==> src/rtl/nibble_link_pkg.sv <==
// Package: shared default sizes for the nibble-serial link controller.
// Assumes one word is an exact multiple of the nibble width.
package nibble_link_pkg;
    localparam int NIB_W_DEF      = 4;
    localparam int NIBS_DEF       = 4;
    localparam int SYNC_DEPTH_DEF = 2;
endpackage

==> src/rtl/nlc_edge_sync.sv <==
// nlc_edge_sync: picks the nibble clock named by sel, then passes it through one
// shared synchroniser stack together with the strobe and receive nibble, and
// flags rising and falling edges of the synchronised clock.
// Assumes strobe and nibble are stable around the falling nibble-clock edge,
// so carrying them through the same stages keeps them aligned with that edge.
module nlc_edge_sync #(
    parameter int NIB_W      = nibble_link_pkg::NIB_W_DEF,
    parameter int SYNC_DEPTH = nibble_link_pkg::SYNC_DEPTH_DEF
) (
    input  logic             clk,
    input  logic             rst_n,
    input  logic             sel,
    input  logic             clk_a,
    input  logic             clk_b,
    input  logic             sync_in,
    input  logic [NIB_W-1:0] nib_in,
    output logic             rise,
    output logic             fall,
    output logic             sync_s,
    output logic [NIB_W-1:0] nib_s
);
    localparam int BUS_W = NIB_W + 2;

    logic [BUS_W-1:0] pipe [SYNC_DEPTH];
    logic [BUS_W-1:0] bus_in;
    logic             clk_prev;
    logic             clk_s;

    assign bus_in = {(sel ? clk_b : clk_a), sync_in, nib_in};

    // Shift the sampled bus through the synchroniser stages.
    always_ff @(posedge clk) begin
        if (!rst_n) begin
            for (int k = 0; k < SYNC_DEPTH; k++) pipe[k] <= '0;
        end else begin
            pipe[0] <= bus_in;
            for (int k = 1; k < SYNC_DEPTH; k++) pipe[k] <= pipe[k-1];
        end
    end

    assign clk_s  = pipe[SYNC_DEPTH-1][BUS_W-1];
    assign sync_s = pipe[SYNC_DEPTH-1][NIB_W];
    assign nib_s  = pipe[SYNC_DEPTH-1][NIB_W-1:0];

    // Keep last synchronised clock level for edge detection.
    always_ff @(posedge clk) begin
        if (!rst_n) clk_prev <= 1'b0;
        else        clk_prev <= clk_s;
    end

    assign rise = clk_s & ~clk_prev;
    assign fall = ~clk_s & clk_prev;
endmodule

==> src/rtl/nlc_frame_track.sv <==
// nlc_frame_track: nibble position counter shared by both directions.
// cnt holds the index of the nibble taken on the last falling edge; cap_idx is
// the index that the current falling edge will take. A strobe forces index 0
// and reports a framing error unless the previous nibble was the last one.
module nlc_frame_track #(
    parameter int NIBS  = nibble_link_pkg::NIBS_DEF,
    parameter int IDX_W = $clog2(NIBS)
) (
    input  logic             clk,
    input  logic             rst_n,
    input  logic             fall,
    input  logic             sync_s,
    output logic [IDX_W-1:0] cnt,
    output logic [IDX_W-1:0] cap_idx,
    output logic             frame_err
);
    localparam logic [IDX_W-1:0] LAST = IDX_W'(NIBS - 1);

    // Index for the nibble taken on this falling edge.
    always_comb begin
        if (sync_s || cnt == LAST) cap_idx = '0;
        else                       cap_idx = cnt + 1'b1;
    end

    // Advance the position and flag strobes that land out of place.
    always_ff @(posedge clk) begin
        if (!rst_n) begin
            cnt       <= LAST;
            frame_err <= 1'b0;
        end else if (fall) begin
            cnt       <= cap_idx;
            frame_err <= sync_s && (cnt != LAST);
        end else begin
            frame_err <= 1'b0;
        end
    end
endmodule

==> src/rtl/nlc_rx_assemble.sv <==
// nlc_rx_assemble: stores each received nibble in its slot and, on the last
// slot, moves the whole word to the host register with a valid flag.
// Assumes cap_idx is only meaningful while fall is high.
module nlc_rx_assemble #(
    parameter int NIB_W = nibble_link_pkg::NIB_W_DEF,
    parameter int NIBS  = nibble_link_pkg::NIBS_DEF,
    parameter int IDX_W = $clog2(NIBS)
) (
    input  logic                  clk,
    input  logic                  rst_n,
    input  logic                  fall,
    input  logic [IDX_W-1:0]      cap_idx,
    input  logic [NIB_W-1:0]      nib_s,
    input  logic                  rx_ready,
    output logic [NIB_W*NIBS-1:0] rx_word,
    output logic                  rx_valid,
    output logic                  rx_overflow
);
    localparam int WORD_W = NIB_W * NIBS;

    logic [WORD_W-1:0] assembled;
    logic              done;

    for (genvar i = 0; i < NIBS; i++) begin : g_slot
        logic [NIB_W-1:0] held;
        // Capture this slot's nibble when its index comes up.
        always_ff @(posedge clk) begin
            if (!rst_n)                               held <= '0;
            else if (fall && cap_idx == IDX_W'(i))    held <= nib_s;
        end
        assign assembled[i*NIB_W +: NIB_W] = (cap_idx == IDX_W'(i)) ? nib_s : held;
    end

    assign done = fall && (cap_idx == IDX_W'(NIBS - 1));

    // Present completed words and track host acceptance.
    always_ff @(posedge clk) begin
        if (!rst_n) begin
            rx_word     <= '0;
            rx_valid    <= 1'b0;
            rx_overflow <= 1'b0;
        end else if (done) begin
            rx_word     <= assembled;
            rx_valid    <= 1'b1;
            rx_overflow <= rx_valid && !rx_ready;
        end else begin
            rx_overflow <= 1'b0;
            if (rx_valid && rx_ready) rx_valid <= 1'b0;
        end
    end
endmodule

==> src/rtl/nlc_tx_serialize.sv <==
// nlc_tx_serialize: one-word host buffer plus a shift word. On each rising
// edge it launches the nibble that follows the one last taken; at nibble 0 it
// loads the buffered word, or zeros with an underflow pulse when empty.
module nlc_tx_serialize #(
    parameter int NIB_W = nibble_link_pkg::NIB_W_DEF,
    parameter int NIBS  = nibble_link_pkg::NIBS_DEF,
    parameter int IDX_W = $clog2(NIBS)
) (
    input  logic                  clk,
    input  logic                  rst_n,
    input  logic                  rise,
    input  logic [IDX_W-1:0]      cnt,
    input  logic [NIB_W*NIBS-1:0] tx_word,
    input  logic                  tx_valid,
    output logic                  tx_ready,
    output logic [NIB_W-1:0]      tx_nib,
    output logic                  tx_underflow
);
    localparam int               WORD_W = NIB_W * NIBS;
    localparam logic [IDX_W-1:0] LAST   = IDX_W'(NIBS - 1);

    logic [WORD_W-1:0] hold;
    logic              full;
    logic [WORD_W-1:0] cur;
    logic [IDX_W-1:0]  launch_idx;
    logic              word_start;

    assign launch_idx = (cnt == LAST) ? '0 : cnt + 1'b1;
    assign word_start = rise && (launch_idx == '0);
    assign tx_ready   = !full;

    // Host-side buffer: fill when empty, drain at each word start.
    always_ff @(posedge clk) begin
        if (!rst_n) begin
            hold <= '0;
            full <= 1'b0;
        end else if (word_start && full) begin
            full <= 1'b0;
        end else if (tx_valid && !full) begin
            hold <= tx_word;
            full <= 1'b1;
        end
    end

    // Launch the next nibble on each rising nibble-clock edge.
    always_ff @(posedge clk) begin
        if (!rst_n) begin
            cur          <= '0;
            tx_nib       <= '0;
            tx_underflow <= 1'b0;
        end else if (word_start) begin
            cur          <= full ? hold : '0;
            tx_nib       <= full ? hold[NIB_W-1:0] : '0;
            tx_underflow <= !full;
        end else begin
            tx_underflow <= 1'b0;
            if (rise) tx_nib <= cur[launch_idx*NIB_W +: NIB_W];
        end
    end
endmodule

==> src/rtl/nibble_link_ctrl.sv <==
// nibble_link_ctrl: top of the nibble-serial sample word link. Connects the
// edge synchroniser, the shared frame tracker and the two data paths.
// Assumes the system clock runs at least eight times the nibble clock rate.
module nibble_link_ctrl #(
    parameter int NIB_W      = nibble_link_pkg::NIB_W_DEF,
    parameter int NIBS       = nibble_link_pkg::NIBS_DEF,
    parameter int SYNC_DEPTH = nibble_link_pkg::SYNC_DEPTH_DEF
) (
    input  logic                  clk,
    input  logic                  rst_n,
    input  logic                  nib_clk_sel,
    input  logic                  master_clk,
    input  logic                  alt_nib_clk,
    input  logic                  word_sync,
    input  logic [NIB_W-1:0]      rx_nib,
    output logic [NIB_W-1:0]      tx_nib,
    output logic [NIB_W*NIBS-1:0] rx_word,
    output logic                  rx_valid,
    input  logic                  rx_ready,
    input  logic [NIB_W*NIBS-1:0] tx_word,
    input  logic                  tx_valid,
    output logic                  tx_ready,
    output logic                  rx_overflow,
    output logic                  tx_underflow,
    output logic                  frame_err
);
    localparam int IDX_W = $clog2(NIBS);

    logic             rise_evt;
    logic             fall_evt;
    logic             sync_s;
    logic [NIB_W-1:0] nib_s;
    logic [IDX_W-1:0] cnt;
    logic [IDX_W-1:0] cap_idx;

    nlc_edge_sync #(.NIB_W(NIB_W), .SYNC_DEPTH(SYNC_DEPTH)) u_sync (
        .clk(clk), .rst_n(rst_n), .sel(nib_clk_sel),
        .clk_a(master_clk), .clk_b(alt_nib_clk),
        .sync_in(word_sync), .nib_in(rx_nib),
        .rise(rise_evt), .fall(fall_evt), .sync_s(sync_s), .nib_s(nib_s)
    );

    nlc_frame_track #(.NIBS(NIBS), .IDX_W(IDX_W)) u_frame (
        .clk(clk), .rst_n(rst_n), .fall(fall_evt), .sync_s(sync_s),
        .cnt(cnt), .cap_idx(cap_idx), .frame_err(frame_err)
    );

    nlc_rx_assemble #(.NIB_W(NIB_W), .NIBS(NIBS), .IDX_W(IDX_W)) u_rx (
        .clk(clk), .rst_n(rst_n), .fall(fall_evt), .cap_idx(cap_idx),
        .nib_s(nib_s), .rx_ready(rx_ready),
        .rx_word(rx_word), .rx_valid(rx_valid), .rx_overflow(rx_overflow)
    );

    nlc_tx_serialize #(.NIB_W(NIB_W), .NIBS(NIBS), .IDX_W(IDX_W)) u_tx (
        .clk(clk), .rst_n(rst_n), .rise(rise_evt), .cnt(cnt),
        .tx_word(tx_word), .tx_valid(tx_valid), .tx_ready(tx_ready),
        .tx_nib(tx_nib), .tx_underflow(tx_underflow)
    );
endmodule

==> config.mk <==
export PLATFORM = sky130hd
export DESIGN_NAME = nibble_link_ctrl
export DESIGN_NICKNAME = d
export VERILOG_FILES = /design/src/rtl/nibble_link_pkg.sv /design/src/rtl/nlc_edge_sync.sv /design/src/rtl/nlc_frame_track.sv /design/src/rtl/nlc_rx_assemble.sv /design/src/rtl/nlc_tx_serialize.sv /design/src/rtl/nibble_link_ctrl.sv
export SDC_FILE = /design/constraint.sdc
export NUM_CORES = 1
export LEC_CHECK = 0
export BUFFER_PORTS_ARGS = -buffer_cell sky130_fd_sc_hd__buf_4
export CORE_MARGIN = 2
export CORE_UTILIZATION = 59
export DETAILED_ROUTE_END_ITERATION = 10
export GPL_TIMING_DRIVEN = 0
export PLACE_DENSITY_LB_ADDON = 0.1
export SLEW_MARGIN = 20
export SYNTH_ARGS = -nofsm -noshare
export SYNTH_HDL_FRONTEND = slang
export SYNTH_SLANG_ARGS = --single-unit
==> constraint.sdc <==
create_clock -name clk -period 2.8 [get_ports clk]
set_input_delay 0.42 -clock clk [delete_from_list [all_inputs] [get_ports clk]]
set_output_delay 0.42 -clock clk [all_outputs]
set_load 0.005 [all_outputs]
Yosys cells after proc, flatten, opt, wreduce, memory -nomap -nowiden
Memory sizes are Yosys's and may differ from the RTL's. Index checks and enable logic that the tools add are counted.

Bits of input ports: 28. Memories kept: 1. Memory bits (writable): 12. Register bits after elaboration: 76.

Memory list: u_sync.pipe (words 2, bits a word 6, rd ports 2, clocked after memory_dff 0, wr ports 2, RTL line nlc_edge_sync.sv:24) `logic [BUS_W-1:0] pipe [SYNC_DEPTH];`.

Reductions and logical operators: 22. Muxes and demuxes: 17. Shifts and indexed selects: 1. Equal/unequal tests: 5. Bitwise logic cells: 8. Add/subtract/negate cells: 1.

Operator list (number): $mux W4 (7); $mux W16 (1); $shiftx A16 B5 Y4 (1); $mux W6 (2); $logic_and A1 B1 Y1 (10); $reduce_and A2 Y1 (4); $eq A2 B2 Y1 const B (3); $mux W1 (5); $logic_not A2 Y1 (2); $mux W2 (2); $not A1 Y1 (4); $reduce_bool A2 Y1 (2); $add A2 B1 Y2 const B (1); $and A1 B1 Y1 (2); $eq A2 B1 Y1 const B (1); $logic_not A1 Y1 (2); $ne A2 B2 Y1 const B (1); $or A1 B1 Y1 (2); $reduce_or A2 Y1 (1); $logic_or A1 B1 Y1 (1).

Logic depth before layout (Yosys ltp)
Word-level depth: 7. Depth in mapped cells: 7.

By module
Synthesis repeated with hierarchy kept, for this count alone.

Cells, all modules: 338. Area, all modules: 3413.3 µm².

By module, submodules not included: nlc_tx_serialize (cells each 187, seq. area each 760.7 µm², area an instance 1769.2 µm², times used 1); nlc_rx_assemble (cells each 104, seq. area each 600.6 µm², area an instance 1089.8 µm², times used 1); nlc_edge_sync (cells each 34, seq. area each 260.2 µm², area an instance 416.6 µm², times used 1); nlc_frame_track (cells each 13, seq. area each 60.1 µm², area an instance 137.6 µm², times used 1).

Worst setup path before layout
OpenSTA, ideal clock, no wires.

Path kind: register to register. From: register u_frame.cnt[0]. To: register u_rx.g_slot[1].held[0]. Library setup time: 0.128 ns. Arrival: 1.463 ns. Required time: 2.672 ns. Stages on the path, launching flop included: 6. Path slack: 1.209 ns. Clock period less this slack: 1.591 ns. Path buffers: 1. Cell sequence: dfxtp_1 > ha_1 > buf_4 > nand4b_1 > mux2i_1 > nor2_1.

Longest elaborated chain between the ends: 5. Elaborated cells on any way between the ends: 6. Those cells by class: add/sub (1); eq/ne (2); mux (1); reduce/logical (2).

RTL lines: from (decl) (RTL line nlc_frame_track.sv:13) `output logic [IDX_W-1:0] cnt,`; from (signal assigned) (RTL line nlc_frame_track.sv:31) `cnt <= cap_idx;`; branches (longest 2 deep; another with $add A2 B1 Y2); $mux W2 (*) (RTL line nlc_frame_track.sv:21) `if (sync_s || cnt == LAST) cap_idx = '0;`; $eq A2 B1 Y1 (*) (RTL line nlc_rx_assemble.sv:29) `else if (fall && cap_idx == IDX_W'(i)) held <= nib_s;`; $logic_and A1 B1 Y1 (*) (RTL line nlc_rx_assemble.sv:29); to (signal assigned) (RTL line nlc_rx_assemble.sv:29); to (decl) (RTL line nlc_rx_assemble.sv:25) `logic [NIB_W-1:0] held;`.

Every way passes the cells marked *. A chain may end at the register's enable or synchronous reset.

Final worst setup path
From: register u_frame.cnt[0]. To: register u_rx.g_slot[1].held[1].

The elaborated chain is that of the path after synthesis.

==> results.yml <==
run_status:
  outcome: "complete, no violations"
cells_and_area:
  antenna_cells: 0
  final_cell_mix: "dfxtp_1 (84), nand2_1 (68), buf_4 (54), nand3_1 (26)"
  final_core_util: 0.7576
  final_common_cell: "dfxtp_1"
  regArea_sq_um: 1682
  area_growth_pct: 22.78
  drive_gt1_frac: 0.2548
  num-nets-final: 441
  multiInputGateArea_sq_um: 1375
  n_fill_cell: 378
timing:
  max_freq_ghz: 0.5530
  finClkSkew_ns: 0.01071
  worst_pin_slew_ns: 0.7146
  rsz0062_at_grt: "false"
  setup_violations: 0
  slew_violations: 0
  slew-limit-headroom: 0.5236
  post-route-period-util: 0.6458
  hold_violations: 0
  fin_tns_setup_ns: 0
  finalCriticalPeriod_ns: 1.808
  setup_ws_ns: 0.9918
global_routing:
  grt_antenna_before_repair: 0
  grt.overflow.total: 0
  grt_first_pass_wirelength_um: 11580
  track_usage: 0.2446
  grt_max_degree: 15
  grt_pass1_vias: 2508
min_path:
  min_path_cells: 2
  hold_path.class: "in -> reg"
  min_from: "rx_nib[1]"
synth:
  yosys_warnings: 0
  syn_area_sq_um: 3192
  synthesis.nets: 378
  synth.avg_cell_area_sq_um: 9.172
  synthCells: 348
  synth_cell_types: 40
  ys_seq_area_frac: 0.5269
  ys_ff_latch: 84
clock_network:
  clkLatencyLatePin_ns: 0.36
  worst_setup_hold_path_clk_slew_ns: 0.08
  htreeDepth: 3
  ctsHoldBuffers: 0
  clockBufferDepth: 2
  postCtsSetupRepairBufs: 0
  cts_root_buf: "clkbuf_8"
  cts_tree: "built"
  cts.sinks: 84
  cts_buffers: 9
  cts_resized: 0
detailed_routing:
  postRouteAntennaNets: 0
  drt_drc_violations_left: 0
  wl_per_cell_um: 14.38
  drt_wl_total_um: 6991
  vias_per_cell: 5.422
  vias: 2635
  drt-initial-drc-count: 240
  dr.pass1.iters: 4
placed_design:
  dp_hpwl_um: 4756
  pre_cts_slack_ns: 1.024
  portBuffers: 52
  gp_congestion: 0.8083
setup_path:
  cp-end-kind: "flop"
  worstSetupStartpoint: "u_frame.cnt[0]"
  cp_max_fo: 10
  cp_data_arrival_time_ns: 2.04
  crit_path_top_delay_cell: "dfxtp_1"
  r2r-start: "u_frame.cnt[0]"
  max_stage_delay_ns: 0.49
  path_cells: "ha_1, buf_4, nand4b_1, mux2i_1, nor2_1"
  required_ns: 3.03
  cp-start-kind: "flop"
  rr_worst_depth: 5
  crit_type: "reg -> reg"
floorplan:
  num_rows: 26
  dieArea_sq_um: 6014
  die_y_um: 77.55
  core_area_sq_um: 5172
  die_w_um: 77.55
  initial_utilization: 0.6171
  ios: 53
pwr:
  power.density_nw_per_um2: 632.3
  ir_worst_vdd_mv: 0.4316
  leakage_nw: 1.484
  finalPower_mw: 2.478
flow_run:
  drv_cap: 0
## synthesized netlist by cell type, drive strengths merged
library cell   n  area, sq um
o21bai         1        7.510
or3            1        6.260
ha             2        25.02
or2b           1        7.510
dfxtp         84         1682
and2b          1        7.510
a21oi         35        224.0
o22ai          4        25.02
nand3         36        230.2
mux2i         17        170.2
inv            2        7.500
nor3           3        15.01
nor2b          2        20.02
o211ai         1        7.510
buf           14        86.32
nand4b         1        8.760
o21ai         24        120.1
a211o          1        8.760
and2          13        81.33
nand4          2        18.77
nor4           1        6.260
nand2         69        261.5
nor2          16        67.56
a311oi         4        35.03
clkbuf        10        41.29
nand2b         3        21.27
## final timing paths
check | end | slack (ns)
min reg2reg | u_sync.pipe[0][10] | 0.44
min | u_sync.pipe[0][1] | 0.27
max | u_rx.g_slot[1].held[1] | 0.99
max reg2reg | u_rx.g_slot[1].held[1] | 0.99
## power breakdown
| group | switching [mW] | leakage, nW | total (mW) | internal [mW] |
|---|---|---|---|---|
| Combinational | 0.0996 | 0.679 | 0.175 | 0.0758 |
| Sequential | 0.0234 | 0.683 | 1.25 | 1.22 |
| Clock | 0.439 | 0.122 | 1.06 | 0.617 |
| Total | 0.562 | 1.48 | 2.48 | 1.92 |
## cell type report
| cell class | count | area share |
|---|---|---|
| clock buffer | 10 | 0.03512 |
| clock inverter | 6 | 0.02842 |
| inverter | 2 | 0.001916 |
| timing repair buffer | 52 | 0.09962 |
| sequential | 84 | 0.4291 |
| multi-input combinational | 238 | 0.3509 |
| buffer | 24 | 0.03257 |
| tap | 70 | 0.02235 |
## sequential cells by signal, indices dropped and copies added (netlist names)
signal / count
u_rx.g_slot.held: 12
u_tx.full: 1
u_sync.pipe: 12
u_tx.cur: 16
u_tx.tx_nib: 4
u_rx.rx_overflow: 1
u_rx.rx_word: 16
u_tx.tx_underflow: 1
u_sync.clk_prev: 1
u_rx.rx_valid: 1
u_frame.frame_err: 1
u_frame.cnt: 2
u_tx.hold: 16
## worst max-delay path, delay by kind of cell (launching register included)
family                     cells  cell delay, ns
and+or+nand+nor                2            0.40
muxes                          1            0.24
buffers and inverters          1            0.22
DFF                            1            0.49
adders and majority gates      1            0.34
## per-stage QoR
stage	hold slack [ns]	cells	area [sq um]
6_report	0.2697	486	3919
5_1_grt	0.2728	486	3919
4_1_cts	0.2667	486	3919
3_5_place_dp	0.4177	470	3670
3_3_place_gp	0.4164	470	3670
2_1_floorplan	0.4119	348	3192
## layer usage
layer / routed length (um) / track usage
met1: 3272 / 0.3313
met2: 3128 / 0.3730
met3: 502 / 0.04884
met4: 89 / 0.1214
met5: 0 / 0
## kinds of logic after synthesis
| group | after synthesis | synth area share |
|---|---|---|
| AND/OR/NAND/NOR | 149 | 0.2356 |
| AO/OA/AOI/OAI | 70 | 0.1341 |
| flip-flops | 84 | 0.5269 |
| buffers and inverters | 26 | 0.04233 |
| multiplexers | 17 | 0.05331 |
| adder cells (fa/ha/maj) | 2 | 0.007839 |
(Power assumes the default switching activity.)
